### src/rtl/tdsu_pkg.sv
package tdsu_pkg;
  localparam int CW = 32;
  localparam int MLW = 11;

  // control word bit positions
  localparam int B_TMO   = 18;
  localparam int B_NAK   = 19;
  localparam int B_BAB   = 20;
  localparam int B_STALL = 22;
  localparam int B_ACT   = 23;
  localparam int B_IOC   = 24;
  localparam int B_SPD   = 29;
  localparam int B_ERRLO = 27;

  localparam logic [2:0] RES_ACK     = 3'd0;
  localparam logic [2:0] RES_STALL   = 3'd1;
  localparam logic [2:0] RES_NAK     = 3'd2;
  localparam logic [2:0] RES_BABBLE  = 3'd3;
  localparam logic [2:0] RES_TIMEOUT = 3'd4;

  localparam logic [7:0] PID_SETUP = 8'h2D;
  localparam logic [7:0] PID_IN    = 8'h69;
  localparam logic [7:0] PID_OUT   = 8'hE1;

  typedef struct packed {
    logic [7:0]     pid;
    logic [6:0]     addr;
    logic [3:0]     endp;
    logic [MLW-1:0] max_len;
  } tok_t;

  typedef struct packed {
    logic [CW-1:0] ctrl;
    logic          abort;
    logic          hold;
    logic          err;
    logic          perr;
    logic [1:0]    mask;
  } upd_t;
endpackage

### src/rtl/tdsu_token_decode.sv
module tdsu_token_decode
  import tdsu_pkg::*;
(
  input  logic [CW-1:0] token,
  output tok_t          fields
);
  logic [MLW-1:0] enc_len;

  always_comb begin
    enc_len        = token[31:21];
    fields.pid     = token[7:0];
    fields.addr    = token[14:8];
    fields.endp    = token[18:15];
    fields.max_len = enc_len + MLW'(1);
  end
endmodule

### src/rtl/tdsu_status_calc.sv
module tdsu_status_calc
  import tdsu_pkg::*;
#(
  parameter int LEN_W = 12
) (
  input  logic [CW-1:0]    ctrl,
  input  tok_t             tok,
  input  logic [2:0]       result,
  input  logic [LEN_W-1:0] len,
  output upd_t             upd
);
  localparam int PADW = LEN_W - MLW;

  logic             pid_ok, is_in, is_setup;
  logic [LEN_W-1:0] len_m1;
  logic [LEN_W-1:0] max_wide;
  logic [1:0]       cnt;
  logic             do_timeout;

  always_comb begin
    is_in    = (tok.pid == PID_IN);
    is_setup = (tok.pid == PID_SETUP);
    pid_ok   = is_in || is_setup || (tok.pid == PID_OUT);
    len_m1   = len - LEN_W'(1);
    max_wide = {{PADW{1'b0}}, tok.max_len};

    upd      = '0;
    upd.ctrl = ctrl;
    do_timeout = 1'b0;
    cnt      = ctrl[B_ERRLO+1:B_ERRLO];

    if (!pid_ok) begin
      upd.perr  = 1'b1;
      upd.abort = 1'b1;
    end else begin
      case (result)
        RES_ACK: begin
          upd.ctrl[MLW-1:0] = len_m1[MLW-1:0];
          upd.ctrl[B_ACT]   = 1'b0;
          upd.ctrl[B_NAK]   = 1'b0;
          if (is_in && (len > max_wide)) begin
            upd.ctrl[B_BAB]   = 1'b1;
            upd.ctrl[B_STALL] = 1'b1;
            upd.abort         = 1'b1;
          end else begin
            upd.mask[0] = ctrl[B_IOC];
            if (ctrl[B_SPD] && (len < max_wide)) begin
              upd.mask[1] = 1'b1;
              upd.hold    = 1'b1;
            end
          end
        end
        RES_NAK: begin
          upd.ctrl[B_NAK] = 1'b1;
          do_timeout      = is_setup;
        end
        RES_TIMEOUT: do_timeout = 1'b1;
        RES_BABBLE: begin
          upd.ctrl[B_BAB]   = 1'b1;
          upd.ctrl[B_STALL] = 1'b1;
          upd.ctrl[B_ACT]   = 1'b0;
          upd.abort         = 1'b1;
        end
        default: begin
          upd.ctrl[B_STALL] = 1'b1;
          upd.ctrl[B_ACT]   = 1'b0;
        end
      endcase

      if (do_timeout) begin
        upd.ctrl[B_TMO] = 1'b1;
        if (cnt != 2'd0) begin
          upd.ctrl[B_ERRLO+1:B_ERRLO] = cnt - 2'd1;
          if (cnt == 2'd1) begin
            upd.ctrl[B_ACT] = 1'b0;
            upd.err         = 1'b1;
          end
        end
      end
    end
  end
endmodule

### src/rtl/td_status_updater.sv
module td_status_updater
  import tdsu_pkg::*;
#(
  parameter int LEN_W = 12
) (
  input  logic             clk,
  input  logic             rst_n,
  input  logic             in_valid,
  output logic             in_ready,
  input  logic [31:0]      in_ctrl,
  input  logic [31:0]      in_token,
  input  logic [2:0]       in_result,
  input  logic [LEN_W-1:0] in_len,
  output logic             out_valid,
  input  logic             out_ready,
  output logic [31:0]      out_ctrl,
  output logic             out_abort,
  output logic             out_hold,
  output logic             out_err,
  output logic             out_proc_err,
  output logic [1:0]       out_int_mask,
  output logic [7:0]       out_pid,
  output logic [6:0]       out_dev_addr,
  output logic [3:0]       out_endp,
  output logic [10:0]      out_max_len
);
  tok_t tok_c, tok_q;
  upd_t upd_c, upd_q;
  logic vld_q;

  tdsu_token_decode u_dec (.token(in_token), .fields(tok_c));

  tdsu_status_calc #(.LEN_W(LEN_W)) u_calc (
    .ctrl(in_ctrl), .tok(tok_c), .result(in_result), .len(in_len), .upd(upd_c)
  );

  assign in_ready = !vld_q || out_ready;

  always_ff @(posedge clk) begin
    if (!rst_n) begin
      vld_q <= 1'b0;
      tok_q <= '0;
      upd_q <= '0;
    end else if (in_valid && in_ready) begin
      vld_q <= 1'b1;
      tok_q <= tok_c;
      upd_q <= upd_c;
    end else if (out_ready) begin
      vld_q <= 1'b0;
    end
  end

  assign out_valid    = vld_q;
  assign out_ctrl     = upd_q.ctrl;
  assign out_abort    = upd_q.abort;
  assign out_hold     = upd_q.hold;
  assign out_err      = upd_q.err;
  assign out_proc_err = upd_q.perr;
  assign out_int_mask = upd_q.mask;
  assign out_pid      = tok_q.pid;
  assign out_dev_addr = tok_q.addr;
  assign out_endp     = tok_q.endp;
  assign out_max_len  = tok_q.max_len;
endmodule

### config.mk
export PLATFORM = sky130hd
export DESIGN_NAME = td_status_updater
export DESIGN_NICKNAME = d
export VERILOG_FILES = /design/src/rtl/tdsu_pkg.sv /design/src/rtl/tdsu_token_decode.sv /design/src/rtl/tdsu_status_calc.sv /design/src/rtl/td_status_updater.sv
export SDC_FILE = /design/constraint.sdc
export NUM_CORES = 1
export LEC_CHECK = 0
export ABC_AREA = 1
export BUFFER_PORTS_ARGS = -buffer_cell sky130_fd_sc_hd__buf_4
export CORE_UTILIZATION = 44
export CTS_BUF_LIST = sky130_fd_sc_hd__clkbuf_2 sky130_fd_sc_hd__clkbuf_4 sky130_fd_sc_hd__clkbuf_8
export CTS_CLUSTER_DIAMETER = 200
export DETAILED_ROUTE_END_ITERATION = 6
export HOLD_SLACK_MARGIN = 0.05
export PLACE_DENSITY = 0.83
export SYNTH_ARGS = -nofsm -noshare
export SYNTH_HDL_FRONTEND = slang
export SYNTH_SLANG_ARGS = --single-unit
### constraint.sdc
create_clock -name clk -period 2.3 [get_ports clk]
set_clock_uncertainty 0.2 [all_clocks]
set_input_delay 0.46 -clock clk [delete_from_list [all_inputs] [get_ports clk]]
set_output_delay 0.46 -clock clk [all_outputs]
set_load 0.05 [all_outputs]
* Word level (Yosys, flattened, before mapping)
Index checks and enable logic that the tools add are counted.
** Storage, ports and cells
- Register bits :: 69
- Bits of input ports :: 83
- Output and inout bits :: 70
- Word-level logic and storage cells :: 68
** Cells by class
- Add/sub/neg operators :: 3
- $lt $le $gt $ge :: 2
- Equality and inequality tests :: 7
- Multiplexer cells :: 34
- Reductions and logical operators :: 11
** Operators by type and width (count)
- 2-to-1 mux 11 bit :: 2
- 2-to-1 mux 1 bit :: 18
- 2-to-1 mux 2 bit :: 8
- greater-than comparator 12 x 11 -> 1 bit :: 1
- less-than comparator 12 x 11 -> 1 bit :: 1
- adder 11 x 1 -> 11 bit, second input constant :: 1
- subtractor 11 x 1 -> 11 bit, second input constant :: 1
- equality test 8 x 6 -> 1 bit, second input constant :: 1
- equality test 8 x 7 -> 1 bit, second input constant :: 1
- equality test 8 bit, second input constant :: 1
- case mux 1 bit (2 select lines) :: 4
- equality test 3 x 2 -> 1 bit, second input constant :: 2
- case mux 2 bit (2 select lines) :: 1
- nonzero test 2 bit :: 2
- equality test 3 bit, second input constant :: 1
- logical AND 1 bit :: 3
- logical NOT 3 bit :: 1
- logical OR 1 bit :: 3
- 2-to-1 mux 3 bit :: 1
- equality test 2 x 1 -> 1 bit, second input constant :: 1
- OR reduction 2 bit :: 1
- subtractor 2 x 1 -> 2 bit, second input constant :: 1
- logical NOT 1 bit :: 1

* Logic depth before layout (Yosys ltp)
- Depth after elaboration :: 9
- Depth in mapped cells :: 17
- Depth with buffers taken out :: 17

* Modules after synthesis
A second synthesis with hierarchy kept.
** Second synthesis, totals
- Cells, all modules :: 708
- Area, all modules :: 4626.9 um^2
** Modules (own cells, without submodules)
- td_status_updater :: instances 1, cells an instance 451, area an instance 3120.5 um^2, seq. area each 1381.3 um^2
- tdsu_status_calc :: instances 1, cells an instance 190, area an instance 1126.1 um^2, seq. area each 0.0 um^2
- tdsu_token_decode :: instances 1, cells an instance 67, area an instance 380.4 um^2, seq. area each 0.0 um^2

* Worst setup path before layout
OpenSTA, ideal clock, no wires.
- Kind :: input port to flip-flop
- Start :: in in_token[21]
- End :: reg upd_q, in the netlist out_abort
- Setup time :: 115 ps
- Data arrival time :: 2177 ps
- Required time :: 1985 ps
- Path slack :: -193 ps
- Cell stages on the path :: 15
- Buffers on the path :: 0
- Cell sequence :: ha_1 > nand2_1 > nor3_2 > nand4_1 > xor2_1 > ha_1 > nand4_1 > nor2_1 > nand2_1 > nand2_1 > inv_1 > nand3_1 > nand2_1 > o21ai_0 > inv_1
** Between the ends
- Longest elaborated chain between the ends :: 6
** Ends and longest elaborated chain
- start, declared :: RTL line td_status_updater.sv:11 : input logic [31:0] in_token,
- adder 11 x 1 -> 11 bit :: RTL line tdsu_token_decode.sv:14 : fields.max_len = enc_len + MLW'(1);
- greater-than comparator 12 x 11 -> 1 bit :: RTL line tdsu_status_calc.sv:41 : if (is_in && (len > max_wide)) begin
- logical AND 1 bit :: RTL line tdsu_status_calc.sv:41
- 2-to-1 mux 1 bit :: RTL line tdsu_status_calc.sv:41
- case mux 1 bit (2 select lines) :: RTL line tdsu_status_calc.sv:36 : case (result)
- 2-to-1 mux 1 bit :: RTL line tdsu_status_calc.sv:32 : if (!pid_ok) begin
- end signal, assigned :: RTL line td_status_updater.sv:47 : upd_q <= upd_c;
- end, declared :: RTL line td_status_updater.sv:28 : upd_t upd_c, upd_q;
Every way passes these cells.
A chain may end at the register's enable or synchronous reset.

* Worst setup path in the final report
- Start :: in in_token[23]
- End :: reg upd_q, in the netlist out_ctrl[22]
** Between the ends
- Longest elaborated chain between the ends :: 6
** Ends and longest elaborated chain (RTL line)
- adder 11 x 1 -> 11 bit :: tdsu_token_decode.sv:14
- greater-than comparator 12 x 11 -> 1 bit :: tdsu_status_calc.sv:41
- logical AND 1 bit :: tdsu_status_calc.sv:41
- 2-to-1 mux 1 bit :: tdsu_status_calc.sv:41
- case mux 2 bit (2 select lines) :: tdsu_status_calc.sv:36
- 2-to-1 mux 2 bit :: tdsu_status_calc.sv:32
Every way passes these cells.

==> flow_metrics.tcl <==
set metrics [dict create \
    antenna_left 0 \
    regToRegStartpoint "out_valid" \
    finalHoldViolCount 0 \
    critPathKind "in -> reg" \
    layout_common_cells "buf_4 (172), nand2_1 (91), nor2_1 (90)" \
    max-cap-violations 0 \
    synth_nets 592 \
    path_buf_inv 2 \
    antenna_cells 0 \
    yosys.area.top_type "dfxtp_1" \
    fin_setup_tns_ns -0.1932 \
    drt_wl_total_um 9944 \
    die_y_um 90.30 \
    relSlewSlack_pct 57.03 \
    peakVddDrop_mv 0.3837 \
    wl_met2_um 5086 \
    rsz0062_at_grt "true" \
    ys_ff_latch 68 \
    fin_cells 763 \
    netlist_instances 496 \
    outcome "finished with violations" \
    rows 31 \
    die_w_um 90.30 \
    setup_ws_ns -0.06622 \
    grt_pass1_vias 3575 \
    cts_sinks 68 \
    numCtsBuffers 9 \
    crit_path_max_fanout 3 \
    drc 0 \
    routabilityCongestion 0.7988 \
    syn_area_um2 3431 \
    portBuffers 150 \
    slew_violations 0 \
    critPathSlowestCell "ha_4" \
    wl_met3_um 640 \
    crit_family "simple AND/OR/NAND/NOR gates" \
    cts.path.max_buffers 2 \
    via_count 3713 \
    cp.arrival_ns 2.44 \
    violations "setup timing" \
    worst_slew_pin_slew_ns 0.6438 \
    crit_required_ns 2.37 \
    clk_pin_slew_ns 0.07 \
    grt_use_total_pct 23.91 \
    placed_area_um2 4757 \
    yosysSeqAreaShare_pct 39.68 \
    dr.pass1.iters 5 \
    avgRoutedWirePerCell_um 13.03 \
    p_per_area_nw_per_um2 648.4 \
    synth.area.top_cells "dfxtp_1 (40%), nand2_1 (11%), nor2_1 (10%)" \
    highest_layer "met4" \
    postSynthAreaPerCell_um2 6.917 \
    leakage_nw 2.598 \
    crit_path_max_incr_delay_ns 0.27 \
    stdcell_area_um2 5102 \
    cts_htree_levels 3 \
    final_util_pct 68.87 \
    core_um2 7408 \
    viasPerCell 4.866 \
    fmaxAchievable_ghz 0.4226 \
    grt_max_degree 57 \
    area_growth_syn_to_layout_pct 48.72 \
    overflow 0 \
    critPathLaunchType "input pin" \
    antenna_found_initial 0 \
    grt_pass1_wl_um 15800 \
    crit_chain "buf_4 > nand3_4 > nor2_4 > nand2_2 > nor2_4 > nand3_2 > xor2_2 > inv_2 > ha_4 > nand4_1 > nor2_2 > nand2_1 > nand3_2 > nand3_2 > nand2_1 > nand2_1 > a21oi_2" \
    post-synth-top-area-fraction_pct 39.68 \
    clock_latency_ns 0.34 \
    fillers 587 \
    placed_cells 743 \
    hold_start "in_ctrl[13]" \
    drt_iter0_markers 75 \
    setup_violations 5 \
    die-area_um2 8154 \
    yosys_warnings 0 \
    end_kind "register" \
    final_common_cell "buf_4" \
    cts_tree "done" \
    dpl.hpwl_um 7214 \
    synthDistinctLibCells 29 \
    period_share_pct 102.9 \
    cp-startpoint "in_token[23]" \
    fin_crit_ns 2.366 \
    layout.nets 755 \
    wl_met1_um 4039 \
    start_util_pct 46.31 \
    ios 153 \
    drive_above_1_share_pct 33.58 \
    hold_path.class "in -> reg" \
    root_buffer "clkbuf_8" \
]
==> synthesized netlist by cell type <==
library cell,number
buf_2,7
ha_1,13
xor2_1,11
nor2_4,2
nand2_2,3
a31oi_1,4
buf_6,3
nor2_1,93
nand2_1,97
nand3b_1,1
inv_1,54
a21oi_1,35
buf_4,2
o211ai_1,3
nor3_2,1
xnor2_1,6
clkbuf_1,11
a22oi_1,1
nand4_1,3
nand3_4,1
inv_2,1
or2_2,1
dfxtp_1,68
o21ai_0,48
nor3_1,2
o21ai_1,1
nand3_1,22
nor2_2,1
mux2i_1,1
==> logic make-up (layout without fill, tap and decap cells) <==
logic type	Yosys count	count (layout)	synth area share, %
compound gates	92	92	13.86
xor+xnor	17	17	4.340
fa+ha+maj	13	13	4.741
buf+inv	78	246	9.664
flops	68	68	39.68
mux	1	1	0.2918
simple gates	227	227	27.43
==> worst register-to-register path: cells and delay by family (launching register included) <==
kind | cells | cell delay [ns]
AOI/OAI and AO/OA | 1 | 0.11
DFF | 1 | 0.32
buffers and inverters | 3 | 0.53
and+or+nand+nor | 4 | 0.40
==> report_power, final <==
part	leakage [nW]	switching [mW]	internal, mW	total, mW
logic	1.93	0.601	0.338	0.939
registers	0.564	0.0442	1.26	1.31
clock network	0.109	0.466	0.595	1.06
==> worst paths after layout <==
kind	end	slack, ns	cells after the start
setup / recovery	out_ctrl[22]	-0.07	17
hold / removal	out_ctrl[13]	0.17	3
setup reg to reg	out_ctrl[22]	0.67	8
hold reg to reg	out_ctrl[10]	0.27	2
==> stage by stage <==
| step | setup slack, ns | power (mW) | hold slack (ns) |
|---|---|---|---|
| after floorplan | -0.07868 | 1.898 | 0.3500 |
| after global placement | -0.3404 | 2.225 | 0.2567 |
| after detailed placement | -0.4362 | 2.248 | 0.2610 |
| after CTS | 0.003008 | 3.315 | 0.1620 |
| after global routing | -0.1657 | 3.449 | 0.1850 |
| final | -0.06622 | 3.308 | 0.1658 |
==> layout make-up <==
cell class                 count  area (um2)  share of cell area [%]
inverter                      55       206.4                   4.046
clock buffer                  12       165.2                   3.237
timing repair buffer         175        1333                   26.12
clock inverter                 4       55.05                   1.079
sequential                    68        1361                   26.68
multi-input combinational    350        1858                   36.41
tap                           99       123.9                   2.428
==> sequential cells by signal (all words and copies together), names as in the netlist <==
name,count
out_err,1
out_max_len,11
out_proc_err,1
out_valid,1
out_dev_addr,7
out_pid,8
out_ctrl,32
out_hold,1
out_int_mask,1
out_endp,4
out_abort,1
==> layer usage <==
layer  GRT usage, %  vias up
met4          9.409        0
met1          26.29     1675
met5              0        -
li1               -     1895
met3          4.882       17
met2          44.66      126
==> timing repair <==
item | 4_1_cts | 5_1_grt
cloned | 0 | 0
pin swaps | 14 | 16
setup buffers | 3 | 1
hold buffers | 0 | 0
endpoints found under the setup margin | 5 | 5
resized for setup | 9 | 15
(Power assumes the default switching activity.)
